===== src/rtl/fse_pkg.sv =====
package fse_pkg;
  localparam logic [2:0] ST_OK      = 3'd0;
  localparam logic [2:0] ST_ETYPE   = 3'd1;
  localparam logic [2:0] ST_MCAST   = 3'd2;
  localparam logic [2:0] ST_PTP     = 3'd3;
  localparam logic [2:0] ST_FCFLAG  = 3'd4;
  localparam logic [2:0] ST_STACKED = 3'd5;
  localparam logic [2:0] ST_BADLEN  = 3'd6;
  localparam logic [2:0] ST_PAUSE   = 3'd7;

  localparam logic [15:0] TPID_C   = 16'h8100;
  localparam logic [15:0] TPID_S   = 16'h88A8;
  localparam logic [15:0] LT_PAUSE = 16'h8808;
  localparam logic [15:0] LT_PTP   = 16'h88F7;
  localparam logic [15:0] LT_MINET = 16'h0600;

  typedef struct packed {
    logic stacked;
    logic fc_flag;
    logic pause;
    logic bad_len;
    logic etype;
    logic mcast;
    logic ptp;
    logic ok_len;
  } fse_attr_t;
endpackage


===== src/rtl/fse_hdr_parse.sv =====
module fse_hdr_parse #(
  parameter int MAX_TAGS = 2,
  parameter int LT_POS   = 12
) (
  input  logic        clk,
  input  logic        rst_n,
  input  logic        in_valid,
  input  logic        in_sof,
  input  logic [7:0]  in_data,
  output logic        mcast_n,
  output logic        stacked_n,
  output logic        lt_done_n,
  output logic [15:0] lt_n
);
  import fse_pkg::*;

  localparam int HDR_MAX = LT_POS + 4 * MAX_TAGS + 2;
  localparam int CNT_W   = $clog2(HDR_MAX + 1) + 1;
  localparam int TAG_W   = $clog2(MAX_TAGS + 1);
  localparam logic [CNT_W-1:0] CNT_MAX = {CNT_W{1'b1}};

  logic [CNT_W-1:0] cnt_q, cnt_b, cnt_d, pos_q, pos_b, pos_d;
  logic [TAG_W-1:0] tags_q, tags_b, tags_d;
  logic             sv_q, sv_b, mc_q, mc_b, done_q, done_b;
  logic [7:0]       hi_q, hi_d;
  logic [15:0]      lt_q, lt_b, word;

  always_comb begin
    cnt_b  = in_sof ? '0 : cnt_q;
    pos_b  = in_sof ? CNT_W'(LT_POS) : pos_q;
    tags_b = in_sof ? '0 : tags_q;
    sv_b   = in_sof ? 1'b0 : sv_q;
    mc_b   = in_sof ? 1'b0 : mc_q;
    done_b = in_sof ? 1'b0 : done_q;
    lt_b   = in_sof ? '0 : lt_q;
    word   = {hi_q, in_data};

    cnt_d     = (cnt_b == CNT_MAX) ? cnt_b : cnt_b + 1'b1;
    pos_d     = pos_b;
    tags_d    = tags_b;
    hi_d      = hi_q;
    mcast_n   = mc_b;
    stacked_n = sv_b;
    lt_done_n = done_b;
    lt_n      = lt_b;

    if (cnt_b == '0) mcast_n = in_data[0];
    if (!done_b && cnt_b == pos_b) hi_d = in_data;
    if (!done_b && cnt_b == pos_b + 1'b1) begin
      if ((word == TPID_C || word == TPID_S) && tags_b < TAG_W'(MAX_TAGS)) begin
        tags_d = tags_b + 1'b1;
        pos_d  = pos_b + CNT_W'(4);
        if ((word == TPID_S && tags_b == '0) || tags_b != '0) stacked_n = 1'b1;
      end else begin
        lt_n      = word;
        lt_done_n = 1'b1;
      end
    end
  end

  always_ff @(posedge clk or negedge rst_n) begin
    if (!rst_n) begin
      cnt_q  <= '0;
      pos_q  <= CNT_W'(LT_POS);
      tags_q <= '0;
      sv_q   <= 1'b0;
      mc_q   <= 1'b0;
      done_q <= 1'b0;
      hi_q   <= '0;
      lt_q   <= '0;
    end else if (in_valid) begin
      cnt_q  <= cnt_d;
      pos_q  <= pos_d;
      tags_q <= tags_d;
      sv_q   <= stacked_n;
      mc_q   <= mcast_n;
      done_q <= lt_done_n;
      hi_q   <= hi_d;
      lt_q   <= lt_n;
    end
  end

  // tag count never exceeds the configured depth
  a_r2_tag_limit: assert property (@(posedge clk) disable iff (!rst_n)
    tags_q <= TAG_W'(MAX_TAGS));

  // a resolved type is frozen until a new frame starts
  a_r10_lt_frozen: assert property (@(posedge clk) disable iff (!rst_n)
    (done_q && !(in_valid && in_sof)) |=> (lt_q == $past(lt_q)));
endmodule


===== src/rtl/fse_prio_enc.sv =====
module fse_prio_enc (
  input  fse_pkg::fse_attr_t attr,
  output logic [2:0]         code
);
  import fse_pkg::*;

  always_comb begin
    if      (attr.stacked) code = ST_STACKED;
    else if (attr.fc_flag) code = ST_FCFLAG;
    else if (attr.pause)   code = ST_PAUSE;
    else if (attr.bad_len) code = ST_BADLEN;
    else if (attr.etype)   code = ST_ETYPE;
    else if (attr.mcast)   code = ST_MCAST;
    else if (attr.ptp)     code = ST_PTP;
    else                   code = ST_OK;
  end
endmodule


===== src/rtl/frame_status_enc.sv =====
module frame_status_enc #(
  parameter int MAX_TAGS = 2
) (
  input  logic       clk,
  input  logic       rst_n,
  input  logic       in_valid,
  input  logic       in_sof,
  input  logic       in_eof,
  input  logic [7:0] in_data,
  input  logic       in_len_ok,
  input  logic       in_fc_flag,
  output logic       stat_valid,
  output logic [2:0] stat_code
);
  import fse_pkg::*;

  logic        mcast, stacked, lt_done;
  logic [15:0] lt;
  fse_attr_t   attr;
  logic [2:0]  code_d, code_q;
  logic        vld_d, vld_q, eof_beat;

  fse_hdr_parse #(.MAX_TAGS(MAX_TAGS), .LT_POS(12)) u_parse (
    .clk      (clk),
    .rst_n    (rst_n),
    .in_valid (in_valid),
    .in_sof   (in_sof),
    .in_data  (in_data),
    .mcast_n  (mcast),
    .stacked_n(stacked),
    .lt_done_n(lt_done),
    .lt_n     (lt)
  );

  always_comb begin
    attr.stacked = stacked;
    attr.fc_flag = in_fc_flag;
    attr.pause   = lt_done && (lt == LT_PAUSE);
    attr.bad_len = !in_len_ok;
    attr.ptp     = lt_done && (lt == LT_PTP);
    attr.etype   = lt_done && (lt >= LT_MINET) && (lt != LT_PAUSE) && (lt != LT_PTP);
    attr.mcast   = mcast;
    attr.ok_len  = in_len_ok;
  end

  fse_prio_enc u_prio (.attr(attr), .code(code_d));

  assign eof_beat = in_valid && in_eof;
  assign vld_d    = eof_beat;

  always_ff @(posedge clk or negedge rst_n) begin
    if (!rst_n) begin
      vld_q  <= 1'b0;
      code_q <= ST_OK;
    end else begin
      vld_q <= vld_d;
      if (eof_beat) code_q <= code_d;
    end
  end

  assign stat_valid = vld_q;
  assign stat_code  = code_q;

  a_r1_valid_pulse: assert property (@(posedge clk) disable iff (!rst_n)
    stat_valid |-> $past(in_valid && in_eof));

  a_r2_stacked_wins: assert property (@(posedge clk) disable iff (!rst_n)
    (eof_beat && stacked) |=> (stat_code == ST_STACKED));

  a_r3_fc_next: assert property (@(posedge clk) disable iff (!rst_n)
    (eof_beat && in_fc_flag && !stacked) |=> (stat_code == ST_FCFLAG));

  a_r5_ok_needs_len: assert property (@(posedge clk) disable iff (!rst_n)
    (stat_valid && stat_code == ST_OK) |-> $past(in_len_ok));
endmodule


===== config.mk =====
export PLATFORM = sky130hd
export DESIGN_NAME = frame_status_enc
export DESIGN_NICKNAME = d
export VERILOG_FILES = /design/src/rtl/fse_pkg.sv /design/src/rtl/fse_hdr_parse.sv /design/src/rtl/fse_prio_enc.sv /design/src/rtl/frame_status_enc.sv
export SDC_FILE = /design/constraint.sdc
export NUM_CORES = 1
export LEC_CHECK = 0
export BUFFER_PORTS_ARGS = -buffer_cell sky130_fd_sc_hd__buf_2
export CAP_MARGIN = 10
export CORE_ASPECT_RATIO = 1.1
export CORE_MARGIN = 5
export CORE_UTILIZATION = 45
export CTS_BUF_LIST = sky130_fd_sc_hd__clkbuf_4 sky130_fd_sc_hd__clkbuf_8
export CTS_CLUSTER_SIZE = 20
export DETAILED_ROUTE_END_ITERATION = 7
export SYNTH_ARGS = -nofsm -noshare
export SYNTH_HDL_FRONTEND = slang
export SYNTH_SLANG_ARGS = --single-unit

===== constraint.sdc =====
create_clock -name clk -period 3.3 [get_ports clk]
set_clock_uncertainty 0.1 [all_clocks]
set_input_delay 0.495 -clock clk [delete_from_list [all_inputs] [get_ports clk]]
set_output_delay 0.495 -clock clk [all_outputs]
set_load 0.01 [all_outputs]

* Word level (Yosys, flattened, before mapping) *
Index checks and enable logic that the tools add are counted.

word-level totals
  bits in registers = 45
  latch bits = 0
  RAM bits = 0
  bits in read-only memories = 0
  input bits = 15
  output and inout bits = 4
  logic and storage cells = 69
  memories kept = 0

operators by class
  add/subtract/negate cells = 4
  multipliers = 0
  div/mod/pow operators = 0
  magnitude comparators = 2
  eq/ne operators = 9
  shift operators = 0
  mux-type cells = 27
  bitwise operators = 0
  reduce and logical (&&, ||, !) cells = 17

operators by type and width
  kind                                                                      number
  16-bit equality test (second input constant)                              4
  16-bit 2-to-1 mux                                                         3
  16-bit != test (second input constant)                                    2
  6-bit 2-to-1 mux                                                          5
  3-bit 2-to-1 mux                                                          6
  16-bit by 11-bit >= comparator with 1-bit output (second input constant)  1
  6-bit by 1-bit adder with 6-bit output (second input constant)            2
  6-bit equality test                                                       2
  1-bit logical AND                                                         10
  1-bit 2-to-1 mux                                                          9
  2-bit 2-to-1 mux                                                          4
  6-bit by 3-bit adder with 6-bit output (second input constant)            1
  6-bit equality test (second input constant)                               1
  6-bit zero test                                                           1
  2-bit by 1-bit adder with 2-bit output (second input constant)            1
  2-bit zero test                                                           1
  1-bit logical OR                                                          2
  2-bit less-than comparator (second input constant)                        1
  2-bit AND reduction                                                       1
  2-bit nonzero test                                                        1
  1-bit zero test                                                           1

* Depth between registers and ports, before layout *
  word-level depth = 14
  gate-level depth with buffers = 12
  mapped depth without buffers = 9

* Modules after synthesis *
A second synthesis with hierarchy kept.

second synthesis, totals
  cell total of the unflattened synthesis = 311
  area total of the unflattened synthesis = 2935.3 um^2

modules (own cells, without submodules)
  module            times used  cells each  area each (um^2)  seq. area each (um^2)
  fse_hdr_parse     1           277         2615.0            1028.5
  frame_status_enc  1           23          266.5             100.1
  fse_prio_enc      1           11          53.8              0.0

* Least setup slack after synthesis *
No wires, ideal clock.

  path type = input to register
  start = input in_sof
  end = register code_q[1] (netlist: stat_code[1])
  library setup time = 126 ps
  data arrival time = 2896 ps
  data required time = 3074 ps
  path slack = 178 ps
  stages on the path = 10
  path buffers = 2
  cell sequence = clkbuf_1 > clkbuf_1 > nor2b_1 > ha_1 > xor2_1 > nor4_1 > nand4_1 > nor3_2 > mux2_2 > o32a_1

on the way
  word-level cells in the longest chain between the ends = 14
  elaborated cells between the ends (all ways) = 43
  those cells by class = add/sub (1); order compare (2); eq/ne (5); mux (22); reduce/logical (13)

ends and longest elaborated chain
  item                                                                                      line                                            text
  from (decl)                                                                               frame_status_enc.sv:7                           input logic in_sof,
  6-bit 2-to-1 mux (*)                                                                      fse_hdr_parse.sv:30                             pos_b = in_sof ? CNT_W'(LT_POS) : pos_q;
  net u_parse.pos_b[1]                                                                      fse_hdr_parse.sv:22                             logic [CNT_W-1:0] cnt_q, cnt_b, cnt_d, pos_q, pos_b, pos_d;
  6-bit by 1-bit adder with 6-bit output (*)                                                fse_hdr_parse.sv:49                             if (!done_b && cnt_b == pos_b + 1'b1) begin
  6-bit equality test (*)                                                                   fse_hdr_parse.sv:49
  1-bit logical AND (*)                                                                     fse_hdr_parse.sv:49
  16-bit 2-to-1 mux                                                                         fse_hdr_parse.sv:49
  16-bit by 11-bit >= comparator with 1-bit output or 16-bit equality test (tied branches)  frame_status_enc.sv:41, frame_status_enc.sv:40
  1-bit logical AND, on equally long branches                                               frame_status_enc.sv:41, frame_status_enc.sv:40
  1-bit logical AND or 2-bit 2-to-1 mux (tied branches)                                     frame_status_enc.sv:41, fse_prio_enc.sv:14
  1-bit logical AND or 3-bit 2-to-1 mux (tied branches)                                     frame_status_enc.sv:41, fse_prio_enc.sv:13
  3-bit 2-to-1 mux                                                                          fse_prio_enc.sv:12                              else if (attr.etype) code = ST_ETYPE;
  3-bit 2-to-1 mux                                                                          fse_prio_enc.sv:11                              else if (attr.bad_len) code = ST_BADLEN;
  3-bit 2-to-1 mux                                                                          fse_prio_enc.sv:10                              else if (attr.pause) code = ST_PAUSE;
  3-bit 2-to-1 mux                                                                          fse_prio_enc.sv:9                               else if (attr.fc_flag) code = ST_FCFLAG;
  3-bit 2-to-1 mux (*)                                                                      fse_prio_enc.sv:8                               if (attr.stacked) code = ST_STACKED;
  to (signal assigned)                                                                      frame_status_enc.sv:57                          if (eof_beat) code_q <= code_d;
  to (decl)                                                                                 frame_status_enc.sv:20                          logic [2:0] code_d, code_q;

The timed path passes the listed nets; every way through them passes the cells marked *.
A chain may end at the register's enable or synchronous reset.

* Final worst setup path *
  start = register u_parse.pos_q[0]
  end = register code_q[1] (netlist: stat_code[1])

on the way
  word-level cells in the longest chain between the ends = 14
  elaborated cells between the ends (all ways) = 24
  those cells by class = add/sub (1); order compare (1); eq/ne (5); mux (11); reduce/logical (6)

ends and longest elaborated chain
  item                                                                                      line                                            text
  from (decl)                                                                               fse_hdr_parse.sv:22
  from (signal assigned)                                                                    fse_hdr_parse.sv:64                             pos_q <= CNT_W'(LT_POS);
  from (signal assigned)                                                                    fse_hdr_parse.sv:73                             pos_q <= pos_d;
  6-bit 2-to-1 mux (*)                                                                      fse_hdr_parse.sv:30
  net u_parse.pos_b[0]                                                                      fse_hdr_parse.sv:22
  6-bit by 1-bit adder with 6-bit output (*)                                                fse_hdr_parse.sv:49
  6-bit equality test (*)                                                                   fse_hdr_parse.sv:49
  1-bit logical AND (*)                                                                     fse_hdr_parse.sv:49
  16-bit 2-to-1 mux                                                                         fse_hdr_parse.sv:49
  16-bit by 11-bit >= comparator with 1-bit output or 16-bit equality test (tied branches)  frame_status_enc.sv:41, frame_status_enc.sv:40
  1-bit logical AND, on equally long branches                                               frame_status_enc.sv:41, frame_status_enc.sv:40
  1-bit logical AND or 2-bit 2-to-1 mux (tied branches)                                     frame_status_enc.sv:41, fse_prio_enc.sv:14
  1-bit logical AND or 3-bit 2-to-1 mux (tied branches)                                     frame_status_enc.sv:41, fse_prio_enc.sv:13
  3-bit 2-to-1 mux                                                                          fse_prio_enc.sv:12
  3-bit 2-to-1 mux                                                                          fse_prio_enc.sv:11
  3-bit 2-to-1 mux                                                                          fse_prio_enc.sv:10
  3-bit 2-to-1 mux                                                                          fse_prio_enc.sv:9
  3-bit 2-to-1 mux (*)                                                                      fse_prio_enc.sv:8

Marks and branches as above.

==> flow_summary.json <==
{
  "synth_cell_types": 60,
  "hold_viol_final": 0,
  "p_per_area_nw_per_um2": 405,
  "area_growth_pct": 9.96,
  "layout_commonest_cell": "dfrtp_1",
  "drt_iter0_drc": 147,
  "cts-buffers-inserted": 5,
  "report.final.slew_viol_count": 0,
  "post_cts_buffers": 0,
  "whs_ps": 245,
  "cp_max_fo": 6,
  "drv_cap": 0,
  "critPathKind": "register to register",
  "grt_setup_unrepaired": "false",
  "yosysWarnings": 0,
  "port_buffers": 18,
  "power_switching_uw": 321,
  "grt_pass1_vias": 1992,
  "slew-limit-headroom": 0.344,
  "syn_area_per_cell_um2": 9.83,
  "antenna_found_initial": 0,
  "wl_per_cell_um": 16.3,
  "dpl-instance-area_um2": 2740,
  "ys.flop_type": "dfrtp_1",
  "drive_above_1_share": 0.177,
  "antenna_left": 0,
  "p_comb_frac": 0.163,
  "final_nets": 302,
  "tightest_slew_ps": 984,
  "cts-resized-gates": 0,
  "rows": 29,
  "layout_setup_ws_ps": 563,
  "core_region_area_um2": 5660,
  "start_util": 0.455,
  "synth-seq-area-share": 0.438,
  "fp.dieH_um": 89.4,
  "min_period_ps": 2740,
  "holdBufCountCts": 0,
  "grt_pass1_wl_um": 10000,
  "p_int_uw": 825,
  "clockBufferDepth": 2,
  "p_leak_nw": 1.23,
  "pre_cts_ws_ps": 335,
  "period_share": 0.829,
  "insertion_delay_ps": 300,
  "detail_route.vias_per_cell": 5.79,
  "stdcell_area_um2": 2830,
  "num_antenna_cells": 0,
  "synth_cells": 262,
  "clkTransAtPathRegs_ps": 90,
  "syn-cell-area_um2": 2580,
  "dieWidth_um": 82.1,
  "synth_fp_nets": 282,
  "required_ps": 3390,
  "dpl.hpwl_um": 4340,
  "die_area_um2": 7340,
  "cp_data_arrival_time_ps": 2820,
  "critPathLaunchType": "register",
  "synth-seq-cells": 45,
  "pin_count": 19,
  "layout_common_cells": "dfrtp_1, nand2_1, nor2_1, buf_2, a22o_1",
  "wirelength_um": 5870,
  "seqPwrFrac": 0.534,
  "drc": 0,
  "synth_edf_count": 0,
  "grt_max_degree": 46,
  "async_reset_ff_frac": 1.00,
  "root_buffer": "clkbuf_8",
  "pwr-share-clk": 0.302,
  "globalRouteOverflowTotal": 0,
  "track_usage": 0.180,
  "status": "completed",
  "setup_viol": 0,
  "timing.fmax_mhz": 365,
  "worstHoldPathType": "primary input to async pin",
  "cp-end-kind": "register",
  "vias": 2079,
  "tritoncts": "built",
  "total_power_mw": 1.15,
  "place_congestion": 0.820,
  "firstDrtPassIters": 4,
  "cts_sinks": 45,
  "switching_share": 0.280,
  "tns_ps": 0,
  "htreeDepth": 2,
  "ir_drop_mv": 0.197
}
==> cell families after synthesis <==
| logic type | after synthesis | share of synthesized area |
|---|---|---|
| compound gates | 66 | 0.191 |
| xor+xnor | 9 | 0.0306 |
| mux | 11 | 0.0481 |
| simple gates | 104 | 0.230 |
| flops | 45 | 0.438 |
| buf+inv | 22 | 0.0384 |
| fa+ha+maj | 5 | 0.0243 |
==> metal layers <==
metal / global-route usage / vias to the layer above / share of wire
met5: 0 / - / 0
met4: 0.0604 / 0 / 0.018
met3: 0.0413 / 11 / 0.038
met2: 0.261 / 34 / 0.44
met1: 0.264 / 1002 / 0.50
li1: - / 1032 / -
==> through the flow <==
step | util | instances
floorplan | - | 262
global placement | 0.485 | 352
detailed placement | 0.485 | 352
CTS | 0.500 | 359
global route | 0.500 | 359
finish | 0.500 | 359
==> cell type report <==
class,instances,area (µm²)
inverter,13,48.8
sequential,45,1130
fill,550,2830
tap,77,96.3
clock buffer,6,82.6
clock inverter,1,7.51
timing repair buffer,22,120
multi-input combinational,195,1350
==> critical path, cell delays in order (launching register included) <==
cell	delay (ps)
dfrtp_1	430
nor2b_1	170
ha_1	310
xor2_1	150
nor4_1	230
nand4_1	300
nor3_2	300
mux2_2	370
o32a_1	280
==> final timing paths <==
path	startpoint	to	slack, ps	cells after the start
worst max-delay path	u_parse.pos_q[0]	stat_code[1]	560	8
worst min-delay path	rst_n	u_parse.lt_q[3]	250	1
worst max register to register	u_parse.pos_q[0]	stat_code[1]	560	8
worst min register to register	u_parse.pos_q[3]	u_parse.pos_q[3]	410	2
max in group asynchronous	rst_n	u_parse.cnt_q[2]	2220	1
min in group clk	in_data[2]	u_parse.lt_q[2]	370	2
==> power by group through the flow <==
| stage | Sequential (mW) | Clock, mW | Combinational (mW) |
|---|---|---|---|
| floorplan | 0.612 | 0 | 0.128 |
| global placement | 0.622 | 0 | 0.188 |
| detailed placement | 0.623 | 0 | 0.188 |
| CTS | 0.612 | 0.362 | 0.189 |
| global route | 0.618 | 0.380 | 0.212 |
| finish | 0.612 | 0.347 | 0.187 |
==> state kept, by name, indices dropped and copies added (netlist names) <==
register / count
u_parse.sv_q: 1
u_parse.cnt_q: 6
u_parse.pos_q: 6
u_parse.lt_q: 16
stat_code: 3
u_parse.tags_q: 2
u_parse.done_q: 1
u_parse.hi_q: 8
u_parse.mc_q: 1
stat_valid: 1
==> synth_stat cells, types with 5 or more instances <==
| cell | count | area, µm² |
|---|---|---|
| dfrtp_1 | 43 | 1080 |
| nand2_1 | 18 | 67.6 |
| nor2_1 | 18 | 67.6 |
| a22o_1 | 17 | 149 |
| a21oi_1 | 13 | 65.1 |
| inv_1 | 12 | 45.0 |
| mux2_2 | 11 | 124 |
| nand4_1 | 11 | 68.8 |
| nand3_1 | 8 | 40.0 |
| nor2b_1 | 8 | 50.1 |
| nor3_1 | 7 | 35.0 |
| o21ai_0 | 7 | 35.0 |
| xnor2_1 | 7 | 61.3 |
| ha_1 | 5 | 62.6 |
| nor4_1 | 5 | 31.3 |
Power figures use the tool's default switching activity.
